--- config.mk ---
export PLATFORM = sky130hd
export DESIGN_NAME = batch_rank_sched
export DESIGN_NICKNAME = d
export VERILOG_FILES = /design/src/rtl/brs_pkg.sv /design/src/rtl/brs_batch_marker.sv /design/src/rtl/brs_picker.sv /design/src/rtl/batch_rank_sched.sv
export SDC_FILE = /design/constraint.sdc
export NUM_CORES = 2
export LEC_CHECK = 0
export ABC_CLOCK_PERIOD_IN_PS = 38400
export CELL_PAD_IN_SITES_DETAIL_PLACEMENT = 1
export CELL_PAD_IN_SITES_GLOBAL_PLACEMENT = 1
export CORE_ASPECT_RATIO = 0.8
export CORE_UTILIZATION = 33
export DETAILED_ROUTE_END_ITERATION = 8
export PLACE_DENSITY = 0.63
export SETUP_SLACK_MARGIN = 0.2
export SLEW_MARGIN = 25
export SYNTH_ARGS = -nofsm -noshare
export SYNTH_HDL_FRONTEND = slang
export SYNTH_HIERARCHICAL = 1
export SYNTH_SLANG_ARGS = --single-unit
export TNS_END_PERCENT = 5
--- constraint.sdc ---
create_clock -name clk -period 38.4 [get_ports clk]
set_clock_uncertainty 0.1 [all_clocks]
set_input_delay 5.76 -clock clk [delete_from_list [all_inputs] [get_ports clk]]
set_output_delay 5.76 -clock clk [all_outputs]
set_load 0.01 [all_outputs]
--- src/rtl/brs_pkg.sv ---
package brs_pkg;
    parameter int NSLOTS = 8;
    parameter int NTHR   = 4;
    parameter int NBANK  = 4;
    parameter int ROW_W  = 8;
    parameter int AGE_W  = 8;
    parameter int RCAP   = 2;

    localparam int TID_W  = $clog2(NTHR);
    localparam int BANK_W = $clog2(NBANK);
    localparam int SLOT_W = $clog2(NSLOTS);
    localparam int CNT_W  = $clog2(NSLOTS + 1);
    localparam int KEY_W  = 2 * CNT_W;
    localparam logic [AGE_W-1:0] AGE_MAX = {AGE_W{1'b1}};

    typedef struct packed {
        logic              vld;
        logic              mrk;
        logic [TID_W-1:0]  tid;
        logic [BANK_W-1:0] bank;
        logic [ROW_W-1:0]  row;
        logic [AGE_W-1:0]  age;
    } slot_t;

    typedef logic [KEY_W-1:0] key_t;
    typedef slot_t [NSLOTS-1:0] slot_vec_t;
    typedef key_t [NTHR-1:0] key_vec_t;
endpackage

--- src/rtl/brs_batch_marker.sv ---
module brs_batch_marker
    import brs_pkg::*;
(
    input  logic              clk,
    input  logic              rst_n,
    input  logic              form_i,
    input  slot_vec_t         slots_i,
    output logic [NSLOTS-1:0] mark_o,
    output key_vec_t          keys_o
);
    logic [CNT_W-1:0] cap_max;

    // Tag the RCAP oldest requests of each (thread, bank) pair.
    always_comb begin
        for (int i = 0; i < NSLOTS; i++) begin
            logic [CNT_W-1:0] older_cnt;
            older_cnt = '0;
            for (int j = 0; j < NSLOTS; j++) begin
                if (j != i && slots_i[j].vld &&
                    slots_i[j].tid == slots_i[i].tid &&
                    slots_i[j].bank == slots_i[i].bank &&
                    (slots_i[j].age > slots_i[i].age ||
                     (slots_i[j].age == slots_i[i].age && j < i)))
                    older_cnt = older_cnt + 1'b1;
            end
            mark_o[i] = slots_i[i].vld && (older_cnt < CNT_W'(RCAP));
        end
    end

    // Per-thread load key: {largest per-bank count, total count}.
    always_comb begin
        cap_max = '0;
        for (int t = 0; t < NTHR; t++) begin
            logic [CNT_W-1:0] mx;
            logic [CNT_W-1:0] tot;
            mx  = '0;
            tot = '0;
            for (int b = 0; b < NBANK; b++) begin
                logic [CNT_W-1:0] c;
                c = '0;
                for (int i = 0; i < NSLOTS; i++) begin
                    if (mark_o[i] && slots_i[i].tid == TID_W'(t) &&
                        slots_i[i].bank == BANK_W'(b))
                        c = c + 1'b1;
                end
                if (c > mx) mx = c;
                tot = tot + c;
            end
            if (mx > cap_max) cap_max = mx;
            keys_o[t] = {mx, tot};
        end
    end

    a_r2_cap_per_pair: assert property (@(posedge clk) disable iff (!rst_n)
        form_i |-> (cap_max <= CNT_W'(RCAP)));
endmodule

--- src/rtl/brs_picker.sv ---
module brs_picker
    import brs_pkg::*;
(
    input  logic              clk,
    input  logic              rst_n,
    input  slot_vec_t         slots_i,
    input  logic [NSLOTS-1:0] hit_i,
    input  key_vec_t          keys_i,
    output logic              any_o,
    output logic [SLOT_W-1:0] idx_o
);
    function automatic logic beats(slot_t a, logic ah, key_t ak,
                                   slot_t b, logic bh, key_t bk);
        if (a.mrk != b.mrk) return a.mrk;
        if (ah != bh)       return ah;
        if (ak != bk)       return ak < bk;
        if (a.tid != b.tid) return a.tid < b.tid;
        if (a.age != b.age) return a.age > b.age;
        return 1'b0;
    endfunction

    // Ascending scan with strict compare keeps the lower slot on full ties.
    always_comb begin
        any_o = 1'b0;
        idx_o = '0;
        for (int i = 0; i < NSLOTS; i++) begin
            if (slots_i[i].vld) begin
                if (!any_o || beats(slots_i[i], hit_i[i], keys_i[slots_i[i].tid],
                                    slots_i[idx_o], hit_i[idx_o],
                                    keys_i[slots_i[idx_o].tid])) begin
                    any_o = 1'b1;
                    idx_o = SLOT_W'(i);
                end
            end
        end
    end

    logic [NSLOTS-1:0] member_v;
    logic [NSLOTS-1:0] member_hit_v;
    always_comb begin
        for (int i = 0; i < NSLOTS; i++) begin
            member_v[i]     = slots_i[i].vld && slots_i[i].mrk;
            member_hit_v[i] = member_v[i] && hit_i[i];
        end
    end

    a_r3_member_first: assert property (@(posedge clk) disable iff (!rst_n)
        (any_o && !slots_i[idx_o].mrk) |-> (member_v == '0));
    a_r4_hit_first: assert property (@(posedge clk) disable iff (!rst_n)
        (any_o && slots_i[idx_o].mrk && !hit_i[idx_o]) |-> (member_hit_v == '0));
endmodule

--- src/rtl/batch_rank_sched.sv ---
module batch_rank_sched
    import brs_pkg::*;
(
    input  logic              clk,
    input  logic              rst_n,
    input  logic              enq_valid,
    input  logic [TID_W-1:0]  enq_thread,
    input  logic [BANK_W-1:0] enq_bank,
    input  logic [ROW_W-1:0]  enq_row,
    output logic              enq_ready,
    input  logic              issue_ok,
    output logic              gnt_valid,
    output logic [TID_W-1:0]  gnt_thread,
    output logic [BANK_W-1:0] gnt_bank,
    output logic [ROW_W-1:0]  gnt_row
);
    typedef struct packed {
        slot_vec_t                   slots;
        logic [NBANK-1:0]            open_vld;
        logic [NBANK-1:0][ROW_W-1:0] open_row;
        key_vec_t                    keys;
    } state_t;

    state_t            st_q, st_d;
    logic [NSLOTS-1:0] valid_v, member_v, hit_v, mark_new;
    key_vec_t          keys_new;
    logic              form_now, pick_any, free_ok;
    logic [SLOT_W-1:0] pick_idx, free_idx;

    always_comb begin
        free_ok  = 1'b0;
        free_idx = '0;
        for (int i = 0; i < NSLOTS; i++) begin
            valid_v[i]  = st_q.slots[i].vld;
            member_v[i] = st_q.slots[i].vld && st_q.slots[i].mrk;
            hit_v[i]    = st_q.open_vld[st_q.slots[i].bank] &&
                          (st_q.open_row[st_q.slots[i].bank] == st_q.slots[i].row);
            if (!st_q.slots[i].vld && !free_ok) begin
                free_ok  = 1'b1;
                free_idx = SLOT_W'(i);
            end
        end
        form_now = (valid_v != '0) && (member_v == '0);
    end

    brs_batch_marker u_marker (
        .clk     (clk),
        .rst_n   (rst_n),
        .form_i  (form_now),
        .slots_i (st_q.slots),
        .mark_o  (mark_new),
        .keys_o  (keys_new)
    );

    brs_picker u_picker (
        .clk     (clk),
        .rst_n   (rst_n),
        .slots_i (st_q.slots),
        .hit_i   (hit_v),
        .keys_i  (st_q.keys),
        .any_o   (pick_any),
        .idx_o   (pick_idx)
    );

    assign enq_ready  = free_ok;
    assign gnt_valid  = issue_ok && !form_now && pick_any;
    assign gnt_thread = st_q.slots[pick_idx].tid;
    assign gnt_bank   = st_q.slots[pick_idx].bank;
    assign gnt_row    = st_q.slots[pick_idx].row;

    always_comb begin
        st_d = st_q;
        for (int i = 0; i < NSLOTS; i++) begin
            if (st_q.slots[i].vld && st_q.slots[i].age != AGE_MAX)
                st_d.slots[i].age = st_q.slots[i].age + 1'b1;
            if (form_now)
                st_d.slots[i].mrk = mark_new[i];
        end
        if (form_now)
            st_d.keys = keys_new;
        if (gnt_valid) begin
            st_d.slots[pick_idx].vld = 1'b0;
            st_d.slots[pick_idx].mrk = 1'b0;
            st_d.open_vld[st_q.slots[pick_idx].bank] = 1'b1;
            st_d.open_row[st_q.slots[pick_idx].bank] = st_q.slots[pick_idx].row;
        end
        if (enq_valid && free_ok) begin
            st_d.slots[free_idx].vld  = 1'b1;
            st_d.slots[free_idx].mrk  = 1'b0;
            st_d.slots[free_idx].tid  = enq_thread;
            st_d.slots[free_idx].bank = enq_bank;
            st_d.slots[free_idx].row  = enq_row;
            st_d.slots[free_idx].age  = '0;
        end
    end

    always_ff @(posedge clk) begin
        if (!rst_n) st_q <= '0;
        else        st_q <= st_d;
    end

    a_r10_marks_only_at_formation: assert property (@(posedge clk) disable iff (!rst_n)
        !form_now |=> ((member_v & ~$past(member_v)) == '0));
    a_r7_granted_leaves: assert property (@(posedge clk) disable iff (!rst_n)
        gnt_valid |=> !st_q.slots[$past(pick_idx)].vld);
endmodule

==> results.md <==
* Most frequent cells in the layout: ha_1 (574), nand2_1 (530), inv_1 (357)
* Worst Hold End: st_q[109]
* Vias/cell at 6.16
* Post-synth EDFFs at 0
* Worst R2R Path Depth at 110
* Critical-path top delay cell: dfxtp_2
* Drt pass-1 iters at 5
* Hold WC Path Type: reg2reg
* Register area at 4900 um^2
* GR Overflow Total at 0
* Cts hold-fix bufs at 0
* Share of flip-flops with an asynchronous set or reset at 0%
* Starting Density at 33.3%
* Most frequent cell on the critical path: o21ai_0
* Post-synth cell types at 105
* Leakage at 20.6 nW
* Synth Cell Area at 43100 um^2
* Placed insts at 7000
* Port-buffer cells at 29
* Fillers at 15500
* IR drop worst, VDD at 34.7 uV
* DRT iter0 DRCs at 3839
* ANT nets after route at 0
* H-tree levels at 1
* Worst-path clk slew at 0.06 ns
* Clock sinks at 244
* #FFs+latches synth at 244
* GRT Total Usage at 28.2%
* Crit path kind: reg2out
* Flop-to-flop setup slack at 9.53 ns
* Final setup violation count at 0
* DP HPWL at 147 mm
* Largest net degree at the start of global routing at 70
* Clock Latency Late Sink at 0.62 ns
* Area growth, synth to finish at 8.73%
* First-pass GRT wire length at 284 mm
* Max-slew violations at 0
* CTS Root Cell: clkbuf_16
* Hold Crit Depth at 1
* Gpl congestion at 0.991
* Max clock buf depth at 3
* Register area share after synthesis at 11.3%
* Post-CTS setup buffers at 0
* Cell area after placement at 45800 um^2
* Period utilization at 90.5%
* Final net count at 5905
* TritonCTS clock tree: done
* Syn Inst Count at 5353
* Die height at 325 um
* CTS-repair resized insts at 0
* Core area at 129000 um^2
* Worst R2R Start: st_q[106]
* Fmax at 0.0288 GHz
* Num rows at 118
* MaxCap Viol Count at 0
* Number of global-route vias before repair at 42900
* Top FF cell, synth: dfxtp_1
* Drt total wl at 192 mm
* Die Area at 132000 um^2
* Total Power at 0.000958 W
* Fin crit period at 34.76 ns
* Setup tns final at 0 ns
* Critical Path Max Stage Delay at 0.91 ns
* Initial antenna violation count at 4
* Layout cell share with drive strength beyond 1 at 10.8%
* TritonCTS buffer count at 29
* # IOs at 30
* Horiz. Die Dim at 406 um
* Status: complete, no violations
* Commonest non-fill, non-tap cell in the layout: ha_1
* Syn_nets at 5967
* Final Non-Filler Cells at 7056
* Cell area power density at 20.4 nW/um^2
* CP max FO at 36
* Max reg flops at 244
* Relative slew slack at 22.4%
* Crit path arrival time at 28.90 ns
* Multi-input gate area at 35900 um^2
* Slew @ Worst Pin at 1.15 ns
* Syn_area_per_cell at 8.06 um^2
* Via count at 43400
* Endpoint class of the critical path: primary output
* Routed len/inst at 27.2 um
* Final Hold Viols at 0
* Syn. warnings at 6
* Startpoint Class: flip-flop
* Capturing point of the worst reg2reg path: st_q[41]
* Biggest regs: st_q: 244 flops
* Min-delay src: st_q[109]
* Critical Path RT at 32.54 ns
* Largest register by flop count: st_q
* Drc violations at 0
* RSZ-0062 raised after global routing: false
* Cell area after layout at 46900 um^2
==> worst max-delay path, delay by kind of cell, from the launching register on <==
kind | cells | cell delay [ns]
fa+ha+maj | 6 | 1.69
simple gates | 25 | 5.42
buf+inv | 11 | 3.19
compound gates | 60 | 14.37
mux | 7 | 2.62
flops | 1 | 0.91
==> logic make-up after synthesis <==
family / share of synthesized area (%)
simple gates: 20.6
fa+ha+maj: 17.8
flops: 11.3
buf+inv: 5.85
mux: 15.0
xor+xnor: 12.2
compound gates: 17.1
==> synthesized netlist by cell type (14+ instances only) <==
master,n,area (um^2)
and4_1,21,184
or3_1,37,231
ha_1,574,7180
a21oi_1,292,1460
nand4_1,181,1130
clkbuf_1,211,792
o22ai_1,14,87.6
nor4_1,87,544
a41oi_1,19,166
xor2_1,281,2460
a31oi_1,48,300
nor3b_1,15,113
and2_1,33,206
nor2b_1,97,607
mux2i_1,207,2070
o211a_1,15,150
and3_1,51,319
fa_1,24,480
buf_1,33,124
xnor2_1,236,2070
inv_1,357,1340
mux4_2,140,3150
o21ai_0,180,901
nand2_1,530,1990
dfxtp_1,244,4880
nor3_1,96,480
mux2_2,105,1180
buf_2,31,155
nor2_1,326,1220
a41o_1,15,150
o2111ai_1,19,166
xnor3_1,20,450
a22o_1,52,455
a221oi_1,29,254
a21o_1,73,548
o31ai_1,27,203
nand2b_1,74,463
nand3_1,127,636
o21a_1,35,263
a211oi_1,39,293
o211ai_1,64,480
or2_2,24,150
==> stage by stage <==
stage	setup WS, ns	utilization [%]	hold WS [ns]
CTS	4.44	36.2	0.392
detailed placement	5.19	35.4	0.377
global placement	5.66	35.3	0.357
finish	3.64	36.2	0.395
floorplan	9.16	-	0.357
global route	1.94	36.2	0.417
==> how the worst max path moves through the flow <==
stage,startpoint,to,slack (ns),cells after the start
global placement,st_q[106],gnt_row[7],5.66,106
CTS,st_q[106],gnt_row[7],4.44,108
floorplan,st_q[106],gnt_thread[0],9.16,122
detailed placement,st_q[106],gnt_row[7],5.19,108
global route,st_q[106],gnt_row[7],1.94,110
finish,st_q[106],gnt_row[7],3.64,109
==> layout make-up <==
type | count | share of cell area, %
Clock inverter | 14 | 0.568
Clock buffer | 40 | 1.76
Tap cell | 1740 | 4.64
Antenna cell | 2 | 0.0107
Timing Repair Buffer | 190 | 3.19
Sequential cell | 244 | 10.4
Multi-Input combinational cell | 4463 | 76.5
Inverter | 363 | 2.91
==> power breakdown <==
| part | switching, W | internal [W] | leakage, nW |
|---|---|---|---|
| clock network | 0.000127 | 0.000198 | 0.535 |
| registers | 0.0000118 | 0.000257 | 1.98 |
| logic | 0.000228 | 0.000136 | 18.1 |
==> metal layers <==
layer  vias to the layer above  GRT usage (%)  part of all wire, %
li1                      19600              -                    -
met5                         -              0               0.0073
met1                     21900           41.0                   47
met4                         2           7.88                  2.9
met2                      1698           42.0                   42
met3                       277           5.29                  8.5
No activity file was read; power rests on OpenSTA's default activity.
